File: config.mk
export PLATFORM = sky130hd
export DESIGN_NAME = acc_cpu
export DESIGN_NICKNAME = d
export VERILOG_FILES = /design/src/rtl/acc_pkg.sv /design/src/rtl/acc_mem.sv /design/src/rtl/acc_alu.sv /design/src/rtl/acc_ctrl.sv /design/src/rtl/acc_cpu.sv
export SDC_FILE = /design/constraint.sdc
export NUM_CORES = 1
export LEC_CHECK = 0
export BUFFER_PORTS_ARGS = -buffer_cell sky130_fd_sc_hd__clkbuf_2
export CAP_MARGIN = 15
export CORE_MARGIN = 1
export CORE_UTILIZATION = 67
export CTS_BUF_LIST = sky130_fd_sc_hd__clkbuf_16
export DETAILED_ROUTE_END_ITERATION = 8
export PLACE_DENSITY = 0.85
export SKIP_CTS_REPAIR_TIMING = 1
export SYNTH_ARGS = -nofsm -noshare
export SYNTH_HDL_FRONTEND = slang
export SYNTH_HIERARCHICAL = 1
export SYNTH_SLANG_ARGS = --single-unit
File: constraint.sdc
create_clock -name clk -period 9.2 [get_ports clk]
set_input_delay 1.38 -clock clk [delete_from_list [all_inputs] [get_ports clk]]
set_output_delay 1.38 -clock clk [all_outputs]
set_load 0.05 [all_outputs]
File: src/rtl/acc_pkg.sv
package acc_pkg;
  parameter int unsigned CPU_DW = 8;
  parameter int unsigned CPU_AW = 5;
  localparam int unsigned CPU_OPW = CPU_DW - CPU_AW;

  typedef enum logic [CPU_OPW-1:0] {
    OP_HALT  = 3'b000,
    OP_JUMP  = 3'b001,
    OP_JPOS  = 3'b010,
    OP_NOP   = 3'b011,
    OP_LOAD  = 3'b100,
    OP_STORE = 3'b101,
    OP_ADD   = 3'b110,
    OP_SUB   = 3'b111
  } op_e;

  typedef enum logic [1:0] {
    ST_FETCH = 2'd0,
    ST_EXEC  = 2'd1,
    ST_HALT  = 2'd2
  } phase_e;

  // modulo-2^DW sum
  function automatic logic [CPU_DW-1:0] wrap_add(input logic [CPU_DW-1:0] a,
                                                 input logic [CPU_DW-1:0] b);
    return a + b;
  endfunction

  // modulo-2^DW difference
  function automatic logic [CPU_DW-1:0] wrap_sub(input logic [CPU_DW-1:0] a,
                                                 input logic [CPU_DW-1:0] b);
    return a - b;
  endfunction

  // strictly greater than zero as signed
  function automatic logic is_positive(input logic [CPU_DW-1:0] v);
    return !v[CPU_DW-1] && (v != '0);
  endfunction

  function automatic logic reads_operand(input op_e op);
    return (op == OP_LOAD) || (op == OP_ADD) || (op == OP_SUB);
  endfunction
endpackage

File: src/rtl/acc_mem.sv
module acc_mem
  import acc_pkg::*;
#(
  parameter int unsigned DW = CPU_DW,
  parameter int unsigned AW = CPU_AW
) (
  input  logic          clk,
  input  logic          rst_n,
  input  logic          load_en,
  input  logic [AW-1:0] load_addr,
  input  logic [DW-1:0] load_data,
  input  logic          cpu_we,
  input  logic [AW-1:0] cpu_waddr,
  input  logic [DW-1:0] cpu_wdata,
  input  logic [AW-1:0] raddr,
  output logic [DW-1:0] rdata
);
  localparam int unsigned DEPTH    = 1 << AW;
  localparam logic [AW-1:0] OUT_ADDR = AW'(DEPTH - 1);

  logic [DW-1:0] cells_q [DEPTH];
  logic          wr_en;
  logic [AW-1:0] wr_addr;
  logic [DW-1:0] wr_data;

  // load port owns the array during reset, the core afterwards
  always_comb begin
    if (!rst_n) begin
      wr_en   = load_en;
      wr_addr = load_addr;
      wr_data = load_data;
    end else begin
      wr_en   = cpu_we;
      wr_addr = cpu_waddr;
      wr_data = cpu_wdata;
    end
  end

  always_ff @(posedge clk) begin
    if (wr_en) cells_q[wr_addr] <= wr_data;
  end

  assign rdata = cells_q[raddr];


  out_cell_untouched_chk: assert property (@(posedge clk) disable iff (!rst_n)
    cpu_we |-> (cpu_waddr != OUT_ADDR));
endmodule

File: src/rtl/acc_alu.sv
module acc_alu
  import acc_pkg::*;
#(
  parameter int unsigned DW = CPU_DW
) (
  input  op_e           op,
  input  logic [DW-1:0] acc,
  input  logic [DW-1:0] operand,
  output logic          acc_we,
  output logic [DW-1:0] acc_next,
  output logic          acc_pos
);
  always_comb begin
    acc_we   = 1'b1;
    acc_next = acc;
    unique case (op)
      OP_LOAD: acc_next = operand;
      OP_ADD:  acc_next = wrap_add(acc, operand);
      OP_SUB:  acc_next = wrap_sub(acc, operand);
      default: acc_we   = 1'b0;
    endcase
  end

  assign acc_pos = is_positive(acc);
endmodule

File: src/rtl/acc_ctrl.sv
module acc_ctrl
  import acc_pkg::*;
#(
  parameter int unsigned DW = CPU_DW,
  parameter int unsigned AW = CPU_AW
) (
  input  logic          clk,
  input  logic          rst_n,
  input  logic [DW-1:0] mem_rdata,
  output logic [AW-1:0] mem_raddr,
  output logic          mem_we,
  output logic [AW-1:0] mem_waddr,
  output logic [DW-1:0] mem_wdata,
  input  logic          in_valid,
  input  logic [DW-1:0] in_data,
  output logic          in_ready,
  output logic          out_valid,
  output logic [DW-1:0] out_data,
  output logic          halted
);
  localparam int unsigned DEPTH    = 1 << AW;
  localparam logic [AW-1:0] IN_ADDR  = AW'(DEPTH - 2);
  localparam logic [AW-1:0] OUT_ADDR = AW'(DEPTH - 1);

  phase_e        state_q;
  logic [AW-1:0] pc_q;
  logic [DW-1:0] ir_q;
  logic [DW-1:0] ac_q;
  logic          out_valid_q;
  logic [DW-1:0] out_data_q;

  // decoded fields and named events
  op_e           op;
  logic [AW-1:0] addr;
  logic          in_exec;
  logic          reads_in;
  logic          stall;
  logic          exec_fire;
  logic          jump_taken;
  logic          out_hit;
  logic [DW-1:0] operand;
  logic          acc_we;
  logic [DW-1:0] acc_next;
  logic          acc_pos;
  logic [AW-1:0] pc_next;

  assign op        = op_e'(ir_q[DW-1:AW]);
  assign addr      = ir_q[AW-1:0];
  assign in_exec   = (state_q == ST_EXEC);
  assign reads_in  = reads_operand(op) && (addr == IN_ADDR);
  assign stall     = in_exec && reads_in && !in_valid;
  assign exec_fire = in_exec && !stall;
  assign operand   = reads_in ? in_data : mem_rdata;

  acc_alu #(.DW(DW)) u_alu (
    .op       (op),
    .acc      (ac_q),
    .operand  (operand),
    .acc_we   (acc_we),
    .acc_next (acc_next),
    .acc_pos  (acc_pos)
  );

  assign jump_taken = exec_fire &&
                      ((op == OP_JUMP) || ((op == OP_JPOS) && acc_pos));
  assign pc_next    = jump_taken ? addr : pc_q + 1'b1;
  assign out_hit    = exec_fire && (op == OP_STORE) && (addr == OUT_ADDR);

  assign mem_raddr = (state_q == ST_FETCH) ? pc_q : addr;
  assign mem_we    = exec_fire && (op == OP_STORE) && (addr != OUT_ADDR);
  assign mem_waddr = addr;
  assign mem_wdata = ac_q;
  assign in_ready  = exec_fire && reads_in;

  always_ff @(posedge clk) begin
    if (!rst_n) begin
      state_q     <= ST_FETCH;
      pc_q        <= '0;
      ir_q        <= '0;
      ac_q        <= '0;
      out_valid_q <= 1'b0;
      out_data_q  <= '0;
    end else begin
      out_valid_q <= out_hit;
      if (out_hit) out_data_q <= ac_q;
      unique case (state_q)
        ST_FETCH: begin
          ir_q    <= mem_rdata;
          state_q <= ST_EXEC;
        end
        ST_EXEC: begin
          if (exec_fire) begin
            if (op == OP_HALT) begin
              state_q <= ST_HALT;
            end else begin
              if (acc_we) ac_q <= acc_next;
              pc_q    <= pc_next;
              state_q <= ST_FETCH;
            end
          end
        end
        default: state_q <= ST_HALT;
      endcase
    end
  end

  assign out_valid = out_valid_q;
  assign out_data  = out_data_q;
  assign halted    = (state_q == ST_HALT);


  fetch_then_exec_chk: assert property (@(posedge clk) disable iff (!rst_n)
    (state_q == ST_FETCH) |=> (state_q == ST_EXEC));

  pc_step_chk: assert property (@(posedge clk) disable iff (!rst_n)
    (exec_fire && !jump_taken && op != OP_HALT) |=> (pc_q == AW'($past(pc_q) + 1)));

  jpos_nonpos_chk: assert property (@(posedge clk) disable iff (!rst_n)
    (exec_fire && op == OP_JPOS && $signed(ac_q) <= 0) |=> (pc_q == AW'($past(pc_q) + 1)));

  in_ready_valid_chk: assert property (@(posedge clk) disable iff (!rst_n)
    in_ready |-> in_valid);

  stall_hold_chk: assert property (@(posedge clk) disable iff (!rst_n)
    stall |=> ($stable(pc_q) && $stable(ac_q) && state_q == ST_EXEC));

  out_pulse_chk: assert property (@(posedge clk) disable iff (!rst_n)
    out_valid |=> !out_valid);

  halt_freeze_chk: assert property (@(posedge clk) disable iff (!rst_n)
    halted |=> (halted && $stable(pc_q) && $stable(ac_q) && $stable(ir_q) && !in_ready));
endmodule

File: src/rtl/acc_cpu.sv
module acc_cpu
  import acc_pkg::*;
#(
  parameter int unsigned DW = CPU_DW,
  parameter int unsigned AW = CPU_AW
) (
  input  logic          clk,
  input  logic          rst_n,
  input  logic          load_en,
  input  logic [AW-1:0] load_addr,
  input  logic [DW-1:0] load_data,
  input  logic          in_valid,
  input  logic [DW-1:0] in_data,
  output logic          in_ready,
  output logic          out_valid,
  output logic [DW-1:0] out_data,
  output logic          halted
);
  logic [AW-1:0] mem_raddr;
  logic [DW-1:0] mem_rdata;
  logic          mem_we;
  logic [AW-1:0] mem_waddr;
  logic [DW-1:0] mem_wdata;

  acc_mem #(.DW(DW), .AW(AW)) u_mem (
    .clk       (clk),
    .rst_n     (rst_n),
    .load_en   (load_en),
    .load_addr (load_addr),
    .load_data (load_data),
    .cpu_we    (mem_we),
    .cpu_waddr (mem_waddr),
    .cpu_wdata (mem_wdata),
    .raddr     (mem_raddr),
    .rdata     (mem_rdata)
  );

  acc_ctrl #(.DW(DW), .AW(AW)) u_ctrl (
    .clk       (clk),
    .rst_n     (rst_n),
    .mem_rdata (mem_rdata),
    .mem_raddr (mem_raddr),
    .mem_we    (mem_we),
    .mem_waddr (mem_waddr),
    .mem_wdata (mem_wdata),
    .in_valid  (in_valid),
    .in_data   (in_data),
    .in_ready  (in_ready),
    .out_valid (out_valid),
    .out_data  (out_data),
    .halted    (halted)
  );
endmodule

==> impl_metrics.tcl, run 1 <==
set metrics [dict create \
    synth_fp_nets 772 \
    muxShareOfSynthArea_pct 18.50 \
    drt-initial-drc-count 880 \
    area_growth_pct 8.939 \
    final_util_pct 75.03 \
    synth_top_family_by_area "multiplexers" \
    h-tree-depth 1 \
    yosys.area_share.adder_pct 1.065 \
    dp_cells 964 \
    dr.pass1.iters 8 \
    fin_crit_sh_pct 71.11 \
    antenna_found_initial 0 \
    critPathMaxStageDelay_ps 620 \
    synth_compound_area_share_pct 3.917 \
    crit_top_cell "nand2_1" \
    route.detailed.drc 12 \
    clk_pin_slew_worst_paths_ps 60 \
    yosysTopAreaCell "edfxtp_1" \
    path_max_fanout 39 \
    ys_top_cells_by_area "edfxtp_1 62%, mux4_2 14%, dfxtp_1 5.1%" \
    p_int_uw 2489 \
    grt_pass1_vias 7120 \
    via_count 7089 \
    grt-ovfl-total 0 \
    finalSetupViolCount 0 \
    synth-seq-area-share_pct 66.85 \
    cts_root_buf "clkbuf_16" \
    num_antenna_cells 0 \
    start_kind "flip-flop" \
    drv_slew 0 \
    pwr-share-seq_pct 42.9 \
    critPathArrivalTime_ps 6950 \
    synth.distinct_cells 59 \
    swShare_pct 29.68 \
    synth.most_common_cell "edfxtp_1" \
    fmax_mhz 152.9 \
    vdd_drop_max_v 0.0001710 \
    fp.dieH_um 138.4 \
    crit_chain "nor2_1 > nand2_1 > nand2_4 > buf_4 > mux4_2 > mux4_2 > mux2_2 > mux2_1 > inv_1 > ha_1 > nor3b_1 > nor2_1 > xnor2_1 > ha_1 > nor2b_1 > a31o_1 > o22ai_2 > mux2i_1 > nand2_1 > nand2_1 > mux2i_1" \
    finalSetupTns_ps 0 \
    cp_top_family "simple AND/OR/NAND/NOR gates" \
    drive_above_1_share_pct 23.76 \
    netlist_area_um2 12460 \
    async_flop_share_pct 0 \
    drt-total-wl_mm 28.75 \
    vias_per_cell 6.977 \
    grt.total_usage_pct 31.20 \
    crit_required_ps 9610 \
    grt_pass1_wl_mm 43.21 \
    min_period_ps 6542 \
    p_per_area_nw_per_um2 260.9 \
    final_nets 800 \
    criticalPathCategory "flip-flop to flip-flop" \
    crit_buf_inv 2 \
    portBuffers 35 \
    clkSinkCount 288 \
    ioPinCount 36 \
    leakage_uw 0.004473 \
    hold_violations 0 \
    cts_tree "yes" \
    met3_length_mm 2.675 \
    clk_path_buf_depth 3 \
    avgSynthCellArea_um2 16.90 \
    die-area_um2 19140 \
    initial_core_util_pct 68.88 \
    clkLatencyLatePin_ps 550 \
    antenna_left 0 \
    wl_per_cell_um 28.30 \
    synth_common_cells "256 x edfxtp_1, 80 x mux4_2, 68 x nor2_1, 49 x nand2_1, 32 x dfxtp_1" \
    synth_top_area_share_pct 61.71 \
    synth-xor-area-share_pct 0.7031 \
    synth_warnings 6 \
    hp-class "flip-flop to flip-flop" \
    yosys.area_share.simple_pct 6.689 \
    synthCells 737 \
    routed.top_layer "met4" \
    combPwrFrac_pct 27.3 \
    critPathSlowestCell "nor2_1" \
    ys_dominant_reg_cell "edfxtp_1" \
    rsz0062_at_grt "no" \
    status "finished with violations" \
    dieWidth_um 138.4 \
    dp_hpwl_mm 17.38 \
    wl_met2_mm 13.98 \
    tightest_slew_ps 992.4 \
    ys_seq_elements 288 \
    core_um2 18090 \
    pwr-share-clk_pct 29.8 \
    p_switching_uw 1051 \
    max_slew_margin_pct 33.60 \
    violations "DRC" \
    worst_setup_path_end_kind "flip-flop" \
    grt_max_degree 46 \
    m1WireLength_mm 11.13 \
    gp_congestion 0.9156 \
    finClkSkew_ps 12.06 \
    synth_edf_count 256 \
    numCtsBuffers 28 \
    cap_violations 0 \
    instances_no_fill 1016 \
    rows 49 \
]
-- final timing paths --
path / from / endpoint / slack (ps) / cells after the start
max reg2reg: u_ctrl/state_q[0] / u_ctrl/mem_wdata[7] / 2660 / 21
max: u_ctrl/state_q[0] / u_ctrl/mem_wdata[7] / 2660 / 21
min reg2reg: u_ctrl/out_data[4] / u_ctrl/out_data[4] / 510 / 2
min: u_ctrl/out_data[4] / u_ctrl/out_data[4] / 510 / 2
-- cell families after synthesis --
group | Yosys count
DFF | 288
and+or+nand+nor | 169
muxes | 127
AOI/OAI and AO/OA | 80
buffers and inverters | 53
xor gates and xnor gates | 10
adders and majority gates | 10
-- state kept, by name (all words and copies together) (netlist names) --
register,cells
u_ctrl/out_valid,1
u_ctrl/state_q,2
u_mem/cells_q,256
u_ctrl/ir_q,8
u_ctrl/mem_wdata,8
u_ctrl/out_data,8
u_ctrl/pc_q,5
-- layer usage --
metal,global-route usage (%),vias to the layer above
li1,-,2960
met1,44.15,3605
met2,50.44,461
met3,4.295,63
met4,11.89,0
met5,0,-
-- placed cells by master, fill, tap and decap left out, drive strengths merged, types with 2 or more instances in the layout --
master	n
edfxtp	256
mux4	80
nor2	68
clkbuf	63
nand2	49
dfxtp	32
mux2	26
o21ai	26
a21oi	24
mux2i	21
inv	18
clkinv	14
ha	9
xnor2	8
and3b	7
and3	6
a211oi	6
nor2b	6
o22ai	6
nand2b	6
nor3b	5
nor3	5
clkinvlp	4
nand3	4
a31oi	4
buf	3
nand4	3
a211o	2
nor4	2
o21a	2
xor2	2
a22oi	2
and4	2
and2	2
-- cell type report --
class                           count  area [um2]
Sequential cell                   288        8328
Timing Repair Buffer               38       197.7
Tap cell                          229       286.5
Clock inverter                     24       152.6
Multi-Input combinational cell    396        3856
Inverter                           13       48.80
Fill cell                         998        4516
Clock buffer                       28       700.7
-- power by group through the flow --
stage	sequential [uW]	clock (uW)	combinational (uW)
after global placement	1540	0	918
final	1520	1060	966
after floorplan	1510	0	786
after detailed placement	1540	0	944
after CTS	1510	1070	958
after global routing	1520	1120	1030
-- worst min-delay path: cells and delay by family, from the launching register on --
| family | cells | cell delay [ps] |
|---|---|---|
| mux | 1 | 70 |
| flops | 1 | 330 |
| simple gates | 1 | 70 |
-- stage by stage --
| step | area (um2) | hold slack, ps | worst slack [ps] | power, uW |
|---|---|---|---|---|
| 5_1_grt | 13570 | 554.9 | 2210 | 3669 |
| 2_1_floorplan | 12460 | 468.9 | 4285 | 2294 |
| 3_3_place_gp | 12720 | 480.3 | 2862 | 2455 |
| 6_report | 13570 | 505.6 | 2658 | 3540 |
| 3_5_place_dp | 12720 | 492.6 | 2720 | 2484 |
| 4_1_cts | 13570 | 507.8 | 2676 | 3544 |
No activity file was read; power rests on OpenSTA's default activity.
==> inputs of run 2 (changes only) <==
--- a/config.mk
+++ b/config.mk
@@ -8,10 +8,10 @@
 export BUFFER_PORTS_ARGS = -buffer_cell sky130_fd_sc_hd__clkbuf_2
 export CAP_MARGIN = 15
 export CORE_MARGIN = 1
-export CORE_UTILIZATION = 67
+export CORE_UTILIZATION = 56
 export CTS_BUF_LIST = sky130_fd_sc_hd__clkbuf_16
 export DETAILED_ROUTE_END_ITERATION = 8
-export PLACE_DENSITY = 0.85
+export PLACE_DENSITY = 0.76
 export SKIP_CTS_REPAIR_TIMING = 1
 export SYNTH_ARGS = -nofsm -noshare
 export SYNTH_HDL_FRONTEND = slang
==> constraint.sdc (replaced) <==
create_clock -name clk -period 5.6 [get_ports clk]
set_input_delay 0.84 -clock clk [delete_from_list [all_inputs] [get_ports clk]]
set_output_delay 0.84 -clock clk [all_outputs]
set_load 0.05 [all_outputs]
==> run 2 against run 1 <==
Against the previous run: the flow now finishes without violations; clock-buffer cell count did not move; register-to-register slack worse by 2300 ps; die area increased by 19%; total power rose by 66%; routed wire length decreased by 6.1%; worst setup slack worse by 2300 ps; clock skew grew 2.1 ps; cell count increased by 5.8%; critical endpoint unchanged; largest cell class unchanged.
==> impl_metrics.tcl, run 2 (synthesis gave the netlist of run 1 again) <==
set metrics [dict create \
    status "finished, final reports clean" \
    grt-ovfl-total 0 \
    r2r-end "u_ctrl/mem_wdata[7]" \
    hold_violations 0 \
    final_cell_mix "256 x edfxtp_1, 80 x mux4_2, 68 x nor2_1, 47 x nand2_1, 35 x clkbuf_2" \
    dp_cells 1024 \
    cts_root_buf "clkbuf_16" \
    route.detailed.drc 0 \
    clkLatencyLatePin_ps 550 \
    multiInputGateArea_um2 3856 \
    antenna_found_initial 0 \
    instances_no_fill 1075 \
    path_max_fanout 15 \
    tightest_slew_ps 961.8 \
    regMostFlops "u_mem/cells_q" \
    hold_path_startpoint "u_ctrl/out_data[6]" \
    vdd_drop_max_v 0.0002474 \
    core_um2 21820 \
    final_util_pct 63.05 \
    hold_path_depth 2 \
    grt_pass1_vias 6664 \
    drive_above_1_share_pct 24.03 \
    crit_required_ps 6010 \
    initial_core_util_pct 57.08 \
    dr.pass1.iters 6 \
    ff_latch_area_um2 8328 \
    gp_congestion 0.8633 \
    vias_per_cell 6.433 \
    dieWidth_um 151.1 \
    fp.dieH_um 151.1 \
    area_growth_pct 10.46 \
    critPathArrivalTime_ps 5650 \
    criticalPathCategory "flip-flop to flip-flop" \
    start_kind "flip-flop" \
    max_slew_margin_pct 35.88 \
    whs_endpoint "u_ctrl/out_data[6]" \
    leakage_uw 0.004571 \
    drt-total-wl_mm 26.99 \
    p_per_area_nw_per_um2 427.8 \
    n_fill_cell 1485 \
    cap_violations 0 \
    finClkSkew_ps 14.18 \
    finalSetupTns_ps 0 \
    mostFrequentLayoutCell "edfxtp_1" \
    h-tree-depth 1 \
    min_period_ps 5242 \
    fin_crit_sh_pct 93.60 \
    drv_slew 0 \
    fin_area_um2 13760 \
    via_count 6915 \
    grt_pass1_wl_mm 40.46 \
    dpl_cell_area_um2 12900 \
    ioPinCount 36 \
    clk_pin_slew_worst_paths_ps 60 \
    hp-class "flip-flop to flip-flop" \
    rsz0062_at_grt "no" \
    reg2reg_setup_slack_ps 360 \
    holdWs_ps 504.2 \
    r2r_start "u_ctrl/state_q[0]" \
    dp_hpwl_mm 17.35 \
    grt_max_degree 51 \
    portBuffers 35 \
    ff2ff_path_depth 19 \
    finalSetupViolCount 0 \
    final_nets 809 \
    largest_register_ffs 256 \
    cts_tree "yes" \
    die-area_um2 22840 \
    num_antenna_cells 0 \
    numCtsBuffers 28 \
    wl_per_cell_um 25.11 \
    fmax_mhz 190.8 \
    grt.total_usage_pct 24.45 \
    antenna_left 0 \
    rows 54 \
    clkSinkCount 288 \
    worst_setup_path_end_kind "flip-flop" \
    clk_path_buf_depth 3 \
    drt-initial-drc-count 600 \
]
==> run 2: changes by cell type in the layout (fill, tap and decap cells not counted) <==
cell,previous run,this run
clkinv_1,9,5
buf_12,0,4
bufinv_16,1,2
clkinv_2,3,0
clkinvlp_4,4,1
clkinv_4,1,0
inv_1,18,26
buf_4,3,8
inv_6,0,1
==> run 2: critical path, cell delays in order (launching register included) <==
cell and delay, ps:
dfxtp_1 600, o21ai_1 180, nand2_4 280, buf_12 220, mux4_2 530, mux4_2 530, mux2_2 310, mux2_1 350
nor3_1 440, nor2_1 100, xnor2_1 140, ha_1 330, a21oi_1 160, nor2b_1 60, a31o_1 200, o22ai_2 220
mux2i_1 210, nand2_1 70, nand2_1 50, mux2i_1 90
==> run 2: final cells by class <==
| cell class | instances | area share [%] |
|---|---|---|
| Timing Repair Buffer | 47 | 2.292 |
| Inverter | 13 | 0.3546 |
| Clock inverter | 23 | 1.164 |
| Sequential cell | 288 | 60.53 |
| Clock buffer | 28 | 5.092 |
| Tap cell | 280 | 2.546 |
| Multi-Input combinational cell | 396 | 28.03 |
==> run 2: worst max-delay path by stage <==
stage | depth (start not counted) | endpoint | startpoint | slack (ps)
6_report | 19 | u_ctrl/mem_wdata[7] | u_ctrl/state_q[0] | 360
5_1_grt | 20 | u_ctrl/mem_wdata[7] | u_ctrl/state_q[0] | 20
4_1_cts | 19 | u_ctrl/mem_wdata[7] | u_ctrl/state_q[0] | 390
3_5_place_dp | 20 | u_ctrl/mem_wdata[7] | u_ctrl/state_q[1] | 430
3_3_place_gp | 20 | u_ctrl/mem_wdata[7] | u_ctrl/state_q[0] | 530
2_1_floorplan | 23 | u_ctrl/mem_wdata[7] | u_ctrl/state_q[1] | 690
==> run 2: routing by layer <==
metal | global-route usage (%) | vias to the layer above | routed length (um)
li1 | - | 2985 | -
met1 | 35.00 | 3514 | 10910
met2 | 37.25 | 355 | 12440
met4 | 9.650 | 0 | 991
met5 | 0 | - | 0
met3 | 4.759 | 61 | 2656
==> run 2: power by group <==
part           total, uW  switching [uW]  internal (uW)
registers           2490            94.7           2390
clock network       1750             753            995
logic               1650             856            794
==> run 2: metrics by stage <==
stage                     total power (uW)  setup WS [ps]
after global routing                  6127          22.40
after global placement                4131          525.7
after CTS                             5906          393.9
final                                 5887          358.3
after detailed placement              4161          429.7
after floorplan                       3769          685.0
